--- src/rtl/pwc_pkg.sv ---
package pwc_pkg;
  localparam int BYTE_W = 8;
  typedef enum logic {CYC_IDLE, CYC_RUN} cyc_state_t;
endpackage

--- src/rtl/pwc_wp_window.sv ---
module pwc_wp_window (
  input  logic clk,
  input  logic rst,
  input  logic accept_i,
  input  logic start_i,
  input  logic addr_load_i,
  input  logic stop_i,
  input  logic wc_i,
  output logic open_o,
  output logic armed_o,
  output logic prot_o
);
  always_ff @(posedge clk) begin
    if (rst) begin
      open_o  <= 1'b0;
      armed_o <= 1'b0;
      prot_o  <= 1'b0;
    end else if (accept_i) begin
      if (start_i) begin
        open_o  <= 1'b1;
        armed_o <= 1'b0;
        prot_o  <= wc_i;
      end else if (stop_i) begin
        open_o  <= 1'b0;
        armed_o <= 1'b0;
      end else if (open_o) begin
        prot_o <= prot_o | wc_i;
        if (addr_load_i) begin
          open_o  <= 1'b0;
          armed_o <= 1'b1;
        end
      end
    end
  end

  AST_PROT_FROZEN: assert property (@(posedge clk) disable iff (rst)
    armed_o && $past(armed_o) |-> $stable(prot_o));
endmodule

--- src/rtl/pwc_page_latch.sv ---
module pwc_page_latch #(
  parameter int PAGE_BYTES = 16,
  parameter int IDX_W      = $clog2(PAGE_BYTES)
) (
  input  logic                      clk,
  input  logic                      rst,
  input  logic                      clr_all_i,
  input  logic                      wr_en_i,
  input  logic [IDX_W-1:0]          wr_idx_i,
  input  logic [pwc_pkg::BYTE_W-1:0] wr_data_i,
  input  logic                      rd_en_i,
  input  logic [IDX_W-1:0]          rd_idx_i,
  output logic                      rd_hit_o,
  output logic [pwc_pkg::BYTE_W-1:0] rd_data_o,
  output logic                      any_valid_o
);
  logic [pwc_pkg::BYTE_W-1:0] store [PAGE_BYTES];
  logic [PAGE_BYTES-1:0]      filled;

  // storage: one write port, one registered read port, no reset
  always_ff @(posedge clk) begin
    if (wr_en_i) store[wr_idx_i] <= wr_data_i;
    rd_data_o <= store[rd_idx_i];
  end

  always_ff @(posedge clk) begin
    if (rst) begin
      filled   <= '0;
      rd_hit_o <= 1'b0;
    end else begin
      rd_hit_o <= rd_en_i & filled[rd_idx_i];
      if (clr_all_i) begin
        filled <= '0;
      end else begin
        if (wr_en_i) filled[wr_idx_i] <= 1'b1;
        if (rd_en_i) filled[rd_idx_i] <= 1'b0;
      end
    end
  end

  assign any_valid_o = |filled;

  AST_CLEAR_EMPTIES: assert property (@(posedge clk) disable iff (rst)
    $past(clr_all_i) |-> !any_valid_o);
endmodule

--- src/rtl/pwc_cycle.sv ---
module pwc_cycle #(
  parameter int WR_CYCLES  = 250000,
  parameter int PAGE_BYTES = 16,
  parameter int IDX_W      = $clog2(PAGE_BYTES),
  parameter int CNT_W      = $clog2(WR_CYCLES)
) (
  input  logic             clk,
  input  logic             rst,
  input  logic             go_i,
  output logic             rd_en_o,
  output logic [IDX_W-1:0] rd_idx_o,
  output logic             busy_o
);
  import pwc_pkg::*;
  cyc_state_t       state;
  logic [CNT_W-1:0] cnt;

  always_ff @(posedge clk) begin
    if (rst) begin
      state <= CYC_IDLE;
      cnt   <= '0;
    end else if (state == CYC_IDLE) begin
      cnt <= '0;
      if (go_i) state <= CYC_RUN;
    end else begin
      if (cnt == CNT_W'(WR_CYCLES - 1)) begin
        state <= CYC_IDLE;
        cnt   <= '0;
      end else begin
        cnt <= cnt + 1'b1;
      end
    end
  end

  assign busy_o   = (state == CYC_RUN);
  assign rd_en_o  = busy_o && (cnt < CNT_W'(PAGE_BYTES));
  assign rd_idx_o = cnt[IDX_W-1:0];

  AST_GO_STARTS: assert property (@(posedge clk) disable iff (rst)
    go_i && !busy_o |=> busy_o);
endmodule

--- src/rtl/page_write_ctrl.sv ---
module page_write_ctrl #(
  parameter int ADDR_W     = 11,
  parameter int PAGE_BYTES = 16,
  parameter int WR_CYCLES  = 250000
) (
  input  logic              clk,
  input  logic              rst,
  input  logic              start_i,
  input  logic              addr_load_i,
  input  logic [ADDR_W-1:0] addr_i,
  input  logic              data_strobe_i,
  input  logic [7:0]        data_i,
  input  logic              stop_i,
  input  logic              stop_slot_i,
  input  logic              wc_i,
  output logic              data_ack_o,
  output logic              busy_o,
  output logic              mem_we_o,
  output logic [ADDR_W-1:0] mem_addr_o,
  output logic [7:0]        mem_wdata_o
);
  localparam int IDX_W  = $clog2(PAGE_BYTES);
  localparam int PAGE_W = ADDR_W - IDX_W;
  localparam int CNT_W  = $clog2(WR_CYCLES);

  if (WR_CYCLES <= PAGE_BYTES) begin : g_bad_cfg
    $error("WR_CYCLES must exceed PAGE_BYTES");
  end

  logic              accept, win_open, armed, prot;
  logic              take_addr, take_data, commit, clr_all;
  logic [PAGE_W-1:0] page_q;
  logic [IDX_W-1:0]  ofs_q, slot_q;
  logic              rd_en, any_valid;
  logic [IDX_W-1:0]  rd_idx;

  assign accept    = !busy_o;
  assign take_addr = accept && !start_i && !stop_i && win_open && addr_load_i;
  assign take_data = accept && !start_i && !stop_i && armed && data_strobe_i;
  assign commit    = accept && !start_i && stop_i && stop_slot_i && any_valid;
  assign clr_all   = accept && (start_i || (stop_i && !commit));

  pwc_wp_window u_window (
    .clk(clk), .rst(rst), .accept_i(accept), .start_i(start_i),
    .addr_load_i(addr_load_i), .stop_i(stop_i), .wc_i(wc_i),
    .open_o(win_open), .armed_o(armed), .prot_o(prot)
  );

  always_ff @(posedge clk) begin
    if (rst) begin
      page_q     <= '0;
      ofs_q      <= '0;
      data_ack_o <= 1'b0;
    end else begin
      data_ack_o <= take_data && !prot;
      if (take_addr) begin
        page_q <= addr_i[ADDR_W-1:IDX_W];
        ofs_q  <= addr_i[IDX_W-1:0];
      end else if (take_data) begin
        ofs_q <= ofs_q + 1'b1;  // wraps inside the page
      end
    end
  end

  pwc_page_latch #(.PAGE_BYTES(PAGE_BYTES), .IDX_W(IDX_W)) u_latch (
    .clk(clk), .rst(rst), .clr_all_i(clr_all),
    .wr_en_i(take_data && !prot), .wr_idx_i(ofs_q), .wr_data_i(data_i),
    .rd_en_i(rd_en), .rd_idx_i(rd_idx),
    .rd_hit_o(mem_we_o), .rd_data_o(mem_wdata_o), .any_valid_o(any_valid)
  );

  pwc_cycle #(.WR_CYCLES(WR_CYCLES), .PAGE_BYTES(PAGE_BYTES),
              .IDX_W(IDX_W), .CNT_W(CNT_W)) u_cycle (
    .clk(clk), .rst(rst), .go_i(commit),
    .rd_en_o(rd_en), .rd_idx_o(rd_idx), .busy_o(busy_o)
  );

  always_ff @(posedge clk) begin
    if (rst)        slot_q <= '0;
    else if (rd_en) slot_q <= rd_idx;
  end

  assign mem_addr_o = {page_q, slot_q};

  AST_WE_IN_BUSY: assert property (@(posedge clk) disable iff (rst)
    mem_we_o |-> busy_o);
  AST_COMMIT_ON_SLOT: assert property (@(posedge clk) disable iff (rst)
    $rose(busy_o) |-> $past(stop_i && stop_slot_i));
  AST_NO_ACK_BUSY: assert property (@(posedge clk) disable iff (rst)
    busy_o |=> !data_ack_o);
  AST_WE_SAME_PAGE: assert property (@(posedge clk) disable iff (rst)
    mem_we_o && $past(mem_we_o) |->
      mem_addr_o[ADDR_W-1:IDX_W] == $past(mem_addr_o[ADDR_W-1:IDX_W]));
  AST_WE_ASCENDING: assert property (@(posedge clk) disable iff (rst)
    mem_we_o && $past(mem_we_o) |->
      mem_addr_o[IDX_W-1:0] > $past(mem_addr_o[IDX_W-1:0]));
endmodule

--- config.mk ---
export PLATFORM = sky130hd
export DESIGN_NAME = page_write_ctrl
export DESIGN_NICKNAME = d
export VERILOG_FILES = /design/src/rtl/pwc_pkg.sv /design/src/rtl/pwc_wp_window.sv /design/src/rtl/pwc_page_latch.sv /design/src/rtl/pwc_cycle.sv /design/src/rtl/page_write_ctrl.sv
export SDC_FILE = /design/constraint.sdc
export NUM_CORES = 1
export LEC_CHECK = 0
export BUFFER_PORTS_ARGS = -buffer_cell sky130_fd_sc_hd__buf_2
export CAP_MARGIN = 0
export CORE_MARGIN = 5
export CORE_UTILIZATION = 35
export CTS_BUF_LIST = sky130_fd_sc_hd__clkbuf_8
export DETAILED_ROUTE_END_ITERATION = 6
export PLACE_DENSITY = 0.53
export REMOVE_ABC_BUFFERS = 1
export SETUP_SLACK_MARGIN = 0.5
export SYNTH_ARGS = -nofsm -noshare
export SYNTH_HDL_FRONTEND = slang
export SYNTH_SLANG_ARGS = --single-unit
--- constraint.sdc ---
create_clock -name clk -period 3 [get_ports clk]
set_input_delay 0.3 -clock clk [delete_from_list [all_inputs] [get_ports clk]]
set_output_delay 0.3 -clock clk [all_outputs]
set_load 0.1 [all_outputs]
==> results of run 1 <==
-- worst paths after layout --
kind,from,endpoint,slack [ns],depth (start not counted)
hold / removal,addr_i[7],page_q[3]$_SDFFE_PP0P_,0.06,3
hold reg to reg,u_window.armed_o$_SDFFE_PP0P_,u_window.armed_o$_SDFFE_PP0P_,0.50,1
setup reg to reg,u_cycle.cnt[0]$_SDFF_PP0_,u_latch.rd_data_o[1]$_DFF_P_,0.75,5
setup / recovery,u_cycle.cnt[0]$_SDFF_PP0_,u_latch.rd_data_o[1]$_DFF_P_,0.75,5
-- cell families after synthesis --
logic type,share of synthesized area (%)
xor+xnor,1.83
compound gates,6.16
simple gates,9.43
mux,12.2
flops,66.6
fa+ha+maj,1.31
buf+inv,2.48
-- stage by stage --
stage / utilization (%) / total power [mW] / hold slack [ns]
4_1_cts: 40.2 / 4.70 / 0.0334
3_3_place_gp: 38.2 / 2.95 / 0.469
2_1_floorplan: - / 2.90 / 0.369
3_5_place_dp: 38.2 / 2.95 / 0.479
5_1_grt: 40.2 / 4.84 / 0.0317
6_report: 40.2 / 4.64 / 0.0637
-- cell usage after synthesis (10+ instances only) --
| cell | n | area share, % |
|---|---|---|
| sky130_fd_sc_hd__a211oi_1 | 15 | 1.5 |
| sky130_fd_sc_hd__a21oi_1 | 20 | 1.3 |
| sky130_fd_sc_hd__a22oi_1 | 16 | 1.6 |
| sky130_fd_sc_hd__clkbuf_1 | 16 | 0.78 |
| sky130_fd_sc_hd__dfxtp_1 | 63 | 16 |
| sky130_fd_sc_hd__edfxtp_1 | 128 | 50 |
| sky130_fd_sc_hd__inv_1 | 13 | 0.64 |
| sky130_fd_sc_hd__mux2i_1 | 12 | 1.6 |
| sky130_fd_sc_hd__mux4_2 | 36 | 11 |
| sky130_fd_sc_hd__nand2_1 | 19 | 0.93 |
| sky130_fd_sc_hd__nand3_1 | 10 | 0.65 |
| sky130_fd_sc_hd__nor2_1 | 53 | 2.6 |
| sky130_fd_sc_hd__nor3_1 | 12 | 0.78 |
| sky130_fd_sc_hd__xnor2_1 | 12 | 1.4 |
-- where the power goes --
group / leakage (nW) / internal [mW] / total [mW] / switching, mW
Clock: 0.216 / 0.663 / 1.75 / 1.09
Combinational: 1.03 / 0.0239 / 0.0815 / 0.0575
Sequential: 1.66 / 2.80 / 2.81 / 0.00634
Total: 2.91 / 3.49 / 4.64 / 1.15
-- layer usage --
metal  wire (microns)  share of wire, %  track usage, %  up-vias
met4              133              0.81            3.09        0
met2             7880                48            22.0       93
met1             7600                46            19.2     2260
met3              891               5.4            3.72       12
met5                0                 0               0        -
li1                 -                 -               -     2084
-- layout make-up --
| cell class | instances | area share (%) |
|---|---|---|
| Clock inverter | 15 | 2.31 |
| Inverter | 13 | 0.559 |
| Sequential cell | 191 | 58.5 |
| Tap cell | 280 | 4.01 |
| Clock buffer | 17 | 2.68 |
| Timing Repair Buffer | 72 | 4.82 |
| Multi-Input combinational cell | 279 | 27.1 |
-- worst max-delay path, stage by stage (launching register included) --
cell	delay, ns
sky130_fd_sc_hd__dfxtp_2	0.35
sky130_fd_sc_hd__buf_4	0.34
sky130_fd_sc_hd__buf_4	0.50
sky130_fd_sc_hd__mux4_2	0.57
sky130_fd_sc_hd__a22oi_1	0.28
sky130_fd_sc_hd__nand2_1	0.10
-- registers in the layout (all words and copies together) (netlist names), 4 cells and up --
register           flops
u_latch.store        128
ofs_q                  4
u_cycle.cnt           18
u_latch.filled        16
slot_q                 4
u_latch.rd_data_o      8
page_q                 7
==> flow_results.xml, run 1 <==
<?xml version="1.0" encoding="UTF-8"?>
<metrics>
  <group name="run_status">
    <metric name="outcome" unit="">complete, no violations</metric>
  </group>
  <group name="critical_path">
    <metric name="crit_fanout" unit="">22</metric>
    <metric name="timing.critical_path.arrival" unit="ns">2.62</metric>
    <metric name="cp-end-kind" unit="">register</metric>
    <metric name="cp.required" unit="ns">3.36</metric>
    <metric name="worst-setup-path-type" unit="">reg -&gt; reg</metric>
    <metric name="setup.worst_path.start_class" unit="">register</metric>
  </group>
  <group name="sta">
    <metric name="worst_clock_skew" unit="ns">0.0235</metric>
    <metric name="worst-slew-pin-transition" unit="ns">1.22</metric>
    <metric name="fin_ws" unit="ns">0.747</metric>
    <metric name="fmaxAchievable" unit="MHz">444</metric>
    <metric name="final-setup-viol-count" unit="">0</metric>
    <metric name="min_period_over_period" unit="%">75.1</metric>
    <metric name="timing.final.hold_violations" unit="">0</metric>
    <metric name="worst_slew_margin_rel" unit="%">18.4</metric>
    <metric name="totalNegativeSetupSlack" unit="ns">0</metric>
    <metric name="rsz0062_at_grt" unit="">false</metric>
    <metric name="finalCriticalPeriod" unit="ns">2.25</metric>
    <metric name="slew_viol_final" unit="">0</metric>
  </group>
  <group name="final_layout">
    <metric name="antenna_cells_inserted" unit="">0</metric>
    <metric name="n_fill_cell" unit="">2019</metric>
    <metric name="area_of_the_multi_input_gates" unit="sq um">2360</metric>
    <metric name="final_area" unit="sq um">8730</metric>
    <metric name="design.final.nets" unit="">609</metric>
    <metric name="final_cells" unit="">867</metric>
    <metric name="mostFrequentLayoutCells" unit="">sky130_fd_sc_hd__edfxtp_1, sky130_fd_sc_hd__dfxtp_1, sky130_fd_sc_hd__nor2_1</metric>
    <metric name="mostFrequentLayoutCell" unit="">sky130_fd_sc_hd__edfxtp_1</metric>
    <metric name="ff_latch_area" unit="sq um">5110</metric>
    <metric name="final_layout_size_suffix_gt1_share" unit="%">25.7</metric>
    <metric name="areaGrowthSynthToFinish" unit="%">13.9</metric>
  </group>
  <group name="pwr">
    <metric name="ir_drop" unit="mV">0.299</metric>
    <metric name="power.static_leakage" unit="nW">2.91</metric>
    <metric name="power-per-cell-area" unit="nW/um^2">532</metric>
  </group>
  <group name="clock_network">
    <metric name="cts.path.max_buffers" unit="">2</metric>
    <metric name="worst_setup_hold_path_clk_slew" unit="ns">0.12</metric>
    <metric name="cts_inserted_buffers" unit="">17</metric>
    <metric name="post_cts_setup_repair_bufs" unit="">0</metric>
    <metric name="post_cts_resize_count" unit="">0</metric>
    <metric name="htree_levels" unit="">4</metric>
    <metric name="cts_sinks" unit="">191</metric>
    <metric name="cts_tree" unit="">built</metric>
    <metric name="cts.hold.buffers_added" unit="">0</metric>
    <metric name="cts-root-buf" unit="">sky130_fd_sc_hd__clkbuf_8</metric>
    <metric name="worstSkewPairLatency" unit="ns">0.48</metric>
  </group>
  <group name="die">
    <metric name="die_w" unit="microns">158</metric>
    <metric name="core" unit="sq um">21700</metric>
    <metric name="fp.dieH" unit="microns">158</metric>
    <metric name="floorplan.io_pins" unit="">49</metric>
    <metric name="rows" unit="">54</metric>
    <metric name="design.die.area" unit="sq um">24900</metric>
    <metric name="initial_core_util" unit="%">35.3</metric>
  </group>
  <group name="routing">
    <metric name="drt-pass1-iter-count" unit="">4</metric>
    <metric name="post_drt_via_cell_ratio" unit="">5.13</metric>
    <metric name="routed_wirelength" unit="mm">16.5</metric>
    <metric name="drt-wirelength-per-cell" unit="microns">19.0</metric>
    <metric name="ant_nets" unit="">0</metric>
    <metric name="first_iter_violations" unit="">211</metric>
    <metric name="via_count" unit="">4449</metric>
    <metric name="drc" unit="">0</metric>
  </group>
  <group name="global_routing">
    <metric name="grt_pass1_vias" unit="">4574</metric>
    <metric name="first_pass_grt_wire_length" unit="mm">25.9</metric>
    <metric name="gr-total-overflow" unit="">0</metric>
    <metric name="grt_use_total" unit="%">13.8</metric>
    <metric name="grt_max_degree" unit="">33</metric>
    <metric name="grt_antenna_before_repair" unit="">0</metric>
  </group>
  <group name="logic_synthesis">
    <metric name="share_of_synthesized_registers_carrying_an_async_set_or_reset" unit="%">0</metric>
    <metric name="postSynthAreaPerCell" unit="sq um">15.0</metric>
    <metric name="netlist_instances" unit="">509</metric>
    <metric name="ys.warnings.count" unit="">0</metric>
    <metric name="synth_area" unit="sq um">7660</metric>
    <metric name="synth_enable_flop_cells" unit="">128</metric>
    <metric name="synth-seq-cells" unit="">191</metric>
    <metric name="yosysUniqueCellTypes" unit="">47</metric>
    <metric name="synth-main-ff-cell" unit="">sky130_fd_sc_hd__edfxtp_1</metric>
    <metric name="synth.yosys.seq_area_share" unit="%">66.6</metric>
  </group>
  <group name="job">
    <metric name="cap_violations" unit="">0</metric>
  </group>
  <group name="placed_design">
    <metric name="dp_hpwl" unit="mm">10.8</metric>
    <metric name="port_buffers" unit="">48</metric>
    <metric name="place_congestion" unit="">0.812</metric>
    <metric name="dpl-instance-area" unit="sq um">8290</metric>
    <metric name="placed_cells_incl_taps" unit="">835</metric>
    <metric name="detailedPlace.worstSlack" unit="ns">0.676</metric>
  </group>
  <group name="worst_hold_path">
    <metric name="hold_wc_path_type" unit="">in -&gt; reg</metric>
  </group>
</metrics>
Note: power is estimated with default switching activity, not from simulation.
==> inputs of run 2 (changes only) <==
--- a/config.mk
+++ b/config.mk
@@ -5,13 +5,14 @@
 export SDC_FILE = /design/constraint.sdc
 export NUM_CORES = 1
 export LEC_CHECK = 0
+export ABC_AREA = 1
 export BUFFER_PORTS_ARGS = -buffer_cell sky130_fd_sc_hd__buf_2
 export CAP_MARGIN = 0
 export CORE_MARGIN = 5
 export CORE_UTILIZATION = 35
 export CTS_BUF_LIST = sky130_fd_sc_hd__clkbuf_8
 export DETAILED_ROUTE_END_ITERATION = 6
-export PLACE_DENSITY = 0.53
+export PLACE_DENSITY = 0.55
 export REMOVE_ABC_BUFFERS = 1
 export SETUP_SLACK_MARGIN = 0.5
 export SYNTH_ARGS = -nofsm -noshare
==> constraint.sdc (replaced) <==
create_clock -name clk -period 1.82 [get_ports clk]
set_input_delay 0.182 -clock clk [delete_from_list [all_inputs] [get_ports clk]]
set_output_delay 0.182 -clock clk [all_outputs]
set_load 0.1 [all_outputs]
==> run 2 against run 1 <==
Net effect:
- critical path depth grew 2
- synthesized cell count grew 82%
- area after synthesis grew 10%
- sequential share of layout area shrank 13 points
- first-iteration DRC count grew to 2.8 times the previous value
- clock skew shrank 0.0054 ns
- final cell count grew 59%
==> flow_results.xml, run 2 <==
<?xml version="1.0" encoding="UTF-8"?>
<metrics>
  <group name="final_layout">
    <metric name="design.final.nets" unit="">1085</metric>
    <metric name="final_util" unit="%">48.3</metric>
    <metric name="largest_reg_flops" unit="">128</metric>
    <metric name="reg_top3" unit="">u_latch.store: 128 flops, u_cycle.cnt: 18 flops, u_latch.filled: 16 flops</metric>
    <metric name="antenna_cells_inserted" unit="">0</metric>
    <metric name="max_flop_register" unit="">u_latch.store</metric>
    <metric name="mostFrequentLayoutCell" unit="">sky130_fd_sc_hd__nor2_1</metric>
    <metric name="final_layout_size_suffix_gt1_share" unit="%">34.0</metric>
    <metric name="areaGrowthSynthToFinish" unit="%">35.5</metric>
    <metric name="mostFrequentLayoutCells" unit="">sky130_fd_sc_hd__nor2_1, sky130_fd_sc_hd__nand2_1, sky130_fd_sc_hd__edfxtp_1</metric>
  </group>
  <group name="critical_path">
    <metric name="setup.worst_path.start_class" unit="">register</metric>
    <metric name="worst-setup-path-type" unit="">reg -&gt; reg</metric>
    <metric name="cp-end-kind" unit="">register</metric>
    <metric name="timing.critical_path.arrival" unit="ns">1.69</metric>
    <metric name="cp.required" unit="ns">2.00</metric>
    <metric name="crit_fanout" unit="">8</metric>
  </group>
  <group name="clock_network">
    <metric name="cts-root-buf" unit="">sky130_fd_sc_hd__clkbuf_8</metric>
    <metric name="cts_inserted_buffers" unit="">17</metric>
    <metric name="cts_tree" unit="">built</metric>
    <metric name="cts_sinks" unit="">191</metric>
    <metric name="worst_setup_hold_path_clk_slew" unit="ns">0.10</metric>
    <metric name="htree_levels" unit="">4</metric>
    <metric name="cts.path.max_buffers" unit="">2</metric>
    <metric name="worstSkewPairLatency" unit="ns">0.47</metric>
  </group>
  <group name="logic_synthesis">
    <metric name="synth_top_cells_by_count" unit="">sky130_fd_sc_hd__nor2_1, sky130_fd_sc_hd__nand2_1, sky130_fd_sc_hd__edfxtp_1</metric>
    <metric name="post-synth-top-count-cell" unit="">sky130_fd_sc_hd__nor2_1</metric>
    <metric name="synthDominantCellAreaShare" unit="%">45.6</metric>
    <metric name="leading_post_synthesis_cells_by_cell_area" unit="">sky130_fd_sc_hd__edfxtp_1, sky130_fd_sc_hd__dfxtp_1, sky130_fd_sc_hd__nor2_1</metric>
    <metric name="synth-seq-cells" unit="">191</metric>
    <metric name="synth_area" unit="sq um">8420</metric>
    <metric name="ys.warnings.count" unit="">0</metric>
    <metric name="share_of_synthesized_registers_carrying_an_async_set_or_reset" unit="%">0</metric>
    <metric name="synth.yosys.seq_area_share" unit="%">60.6</metric>
    <metric name="yosysUniqueCellTypes" unit="">35</metric>
    <metric name="yosysTopAreaCell" unit="">sky130_fd_sc_hd__edfxtp_1</metric>
    <metric name="postSynthAreaPerCell" unit="sq um">9.09</metric>
    <metric name="synth-main-ff-cell" unit="">sky130_fd_sc_hd__edfxtp_1</metric>
    <metric name="netlist_instances" unit="">927</metric>
    <metric name="synth_enable_flop_cells" unit="">128</metric>
  </group>
  <group name="die">
    <metric name="rows" unit="">56</metric>
    <metric name="design.die.area" unit="sq um">27300</metric>
    <metric name="floorplan.io_pins" unit="">49</metric>
    <metric name="initial_core_util" unit="%">35.7</metric>
    <metric name="core" unit="sq um">23600</metric>
    <metric name="die_w" unit="microns">165</metric>
    <metric name="fp.dieH" unit="microns">165</metric>
  </group>
  <group name="routing">
    <metric name="drc" unit="">0</metric>
    <metric name="via_count" unit="">6807</metric>
    <metric name="ant_nets" unit="">0</metric>
    <metric name="post_drt_via_cell_ratio" unit="">4.93</metric>
    <metric name="route.top_layer_used" unit="">met4</metric>
    <metric name="drt-met1-wl" unit="mm">10.9</metric>
    <metric name="drt-pass1-iter-count" unit="">5</metric>
    <metric name="drt-wirelength-per-cell" unit="microns">17.6</metric>
    <metric name="met2RoutedLength" unit="mm">11.4</metric>
    <metric name="routed_wirelength" unit="mm">24.3</metric>
    <metric name="met3_wirelength" unit="mm">1.67</metric>
    <metric name="first_iter_violations" unit="">593</metric>
  </group>
  <group name="pwr">
    <metric name="power-per-cell-area" unit="nW/um^2">683</metric>
    <metric name="ir_drop" unit="mV">0.502</metric>
    <metric name="pwr-share-clk" unit="%">36.6</metric>
    <metric name="switching_share" unit="%">23.4</metric>
    <metric name="power.net_switching" unit="mW">1.82</metric>
    <metric name="share_comb_of_total_power" unit="%">3.9</metric>
    <metric name="power.internal" unit="mW">5.97</metric>
    <metric name="power.static_leakage" unit="nW">4.20</metric>
    <metric name="power_frac_seq" unit="%">59.4</metric>
  </group>
  <group name="sta">
    <metric name="worst-slew-pin-transition" unit="ns">0.476</metric>
    <metric name="timing.final.hold_violations" unit="">0</metric>
    <metric name="slew_viol_final" unit="">0</metric>
    <metric name="final-setup-viol-count" unit="">0</metric>
    <metric name="finalCriticalPeriod" unit="ns">1.51</metric>
    <metric name="fin_ws" unit="ns">0.314</metric>
    <metric name="worst_slew_margin_rel" unit="%">68.3</metric>
    <metric name="min_period_over_period" unit="%">82.8</metric>
    <metric name="rsz0062_at_grt" unit="">true</metric>
    <metric name="fmaxAchievable" unit="MHz">664</metric>
    <metric name="worst_clock_skew" unit="ns">0.0181</metric>
  </group>
  <group name="worst_hold_path">
    <metric name="hold_wc_path_type" unit="">in -&gt; reg</metric>
  </group>
  <group name="run_status">
    <metric name="outcome" unit="">complete, no violations</metric>
  </group>
  <group name="placed_design">
    <metric name="port_buffers" unit="">48</metric>
    <metric name="place_congestion" unit="">0.905</metric>
    <metric name="dp_hpwl" unit="mm">14.2</metric>
    <metric name="detailedPlace.worstSlack" unit="ns">0.135</metric>
  </group>
  <group name="global_routing">
    <metric name="grt_use_total" unit="%">16.8</metric>
    <metric name="gr-total-overflow" unit="">0</metric>
    <metric name="grt_max_degree" unit="">65</metric>
    <metric name="grt_pass1_vias" unit="">6280</metric>
    <metric name="first_pass_grt_wire_length" unit="mm">35.1</metric>
    <metric name="grt_antenna_before_repair" unit="">0</metric>
  </group>
  <group name="job">
    <metric name="cap_violations" unit="">0</metric>
  </group>
</metrics>
-- run 2: metrics by stage --
step                      hold WS, ns  cells  area, sq um  setup TNS, ns  total power [mW]
after floorplan                 0.254    889         8210         -84.48              4.81
after global placement          0.381   1287         9130              0              4.92
after detailed placement        0.379   1287         9130              0              4.92
after CTS                     0.00204   1353        10400              0              7.78
after global routing           0.0624   1381        11400              0              8.07
final                          0.0552   1381        11400              0              7.79
-- run 2: final timing paths --
| check | from | end | slack [ns] | cells after the start |
|---|---|---|---|---|
| max | u_cycle.busy_o$_SDFF_PP0_ | u_latch.store[5][4]$_DFFE_PP_ | 0.31 | 7 |
| min | addr_i[2] | ofs_q[2]$_SDFFE_PP0P_ | 0.06 | 5 |
| max reg2reg | u_cycle.busy_o$_SDFF_PP0_ | u_latch.store[5][4]$_DFFE_PP_ | 0.31 | 7 |
| min reg2reg | page_q[1]$_SDFFE_PP0P_ | page_q[1]$_SDFFE_PP0P_ | 0.50 | 2 |
-- run 2: layout make-up --
type | count | area [sq um]
well taps | 319 | 399
repair buffers | 141 | 1510
repair inverters | 1 | 7.51
flip-flops and latches | 191 | 5150
clock buffers | 17 | 234
fillers | 2187 | 12200
multi-input cells | 632 | 3610
inverters | 66 | 345
clock inverters | 14 | 160
-- run 2: timing repair --
item	4_1_cts	5_1_grt
pin swaps	29	54
setup endpoints to repair	210	197
endpoints found under the hold margin	12	0
cloned	4	6
hold buffers	13	0
buffers inserted	18	22
resized for setup	212	207
-- run 2: cells by family after synthesis --
kind of cell               after synthesis  synth area share [%]
DFF                                    191                  60.6
and+or+nand+nor                        477                  23.3
AOI/OAI and AO/OA                      136                  8.32
xor gates and xnor gates                11                  1.14
buffers and inverters                  104                  5.48
adders and majority gates                8                  1.19
-- run 2: worst max-delay path: stages (launching register included) --
cell	delay (ns)
sky130_fd_sc_hd__dfxtp_2	0.35
sky130_fd_sc_hd__inv_2	0.08
sky130_fd_sc_hd__nand2_4	0.06
sky130_fd_sc_hd__nor2_4	0.14
sky130_fd_sc_hd__buf_12	0.16
sky130_fd_sc_hd__nand2_8	0.10
sky130_fd_sc_hd__nor3_4	0.15
sky130_fd_sc_hd__buf_6	0.17
-- run 2: power groups by stage --
stage	registers, mW	logic (mW)	clock network (mW)
6_report	4.63	0.307	2.85
2_1_floorplan	4.76	0.0522	0
4_1_cts	4.63	0.249	2.91
3_3_place_gp	4.73	0.191	0
5_1_grt	4.63	0.326	3.11
3_5_place_dp	4.73	0.192	0
-- run 2: per-layer routing --
metal,GRT usage [%],up-vias
met1,23.9,3257
met2,26.0,223
met5,0,-
met4,4.12,0
li1,-,3300
met3,3.95,27
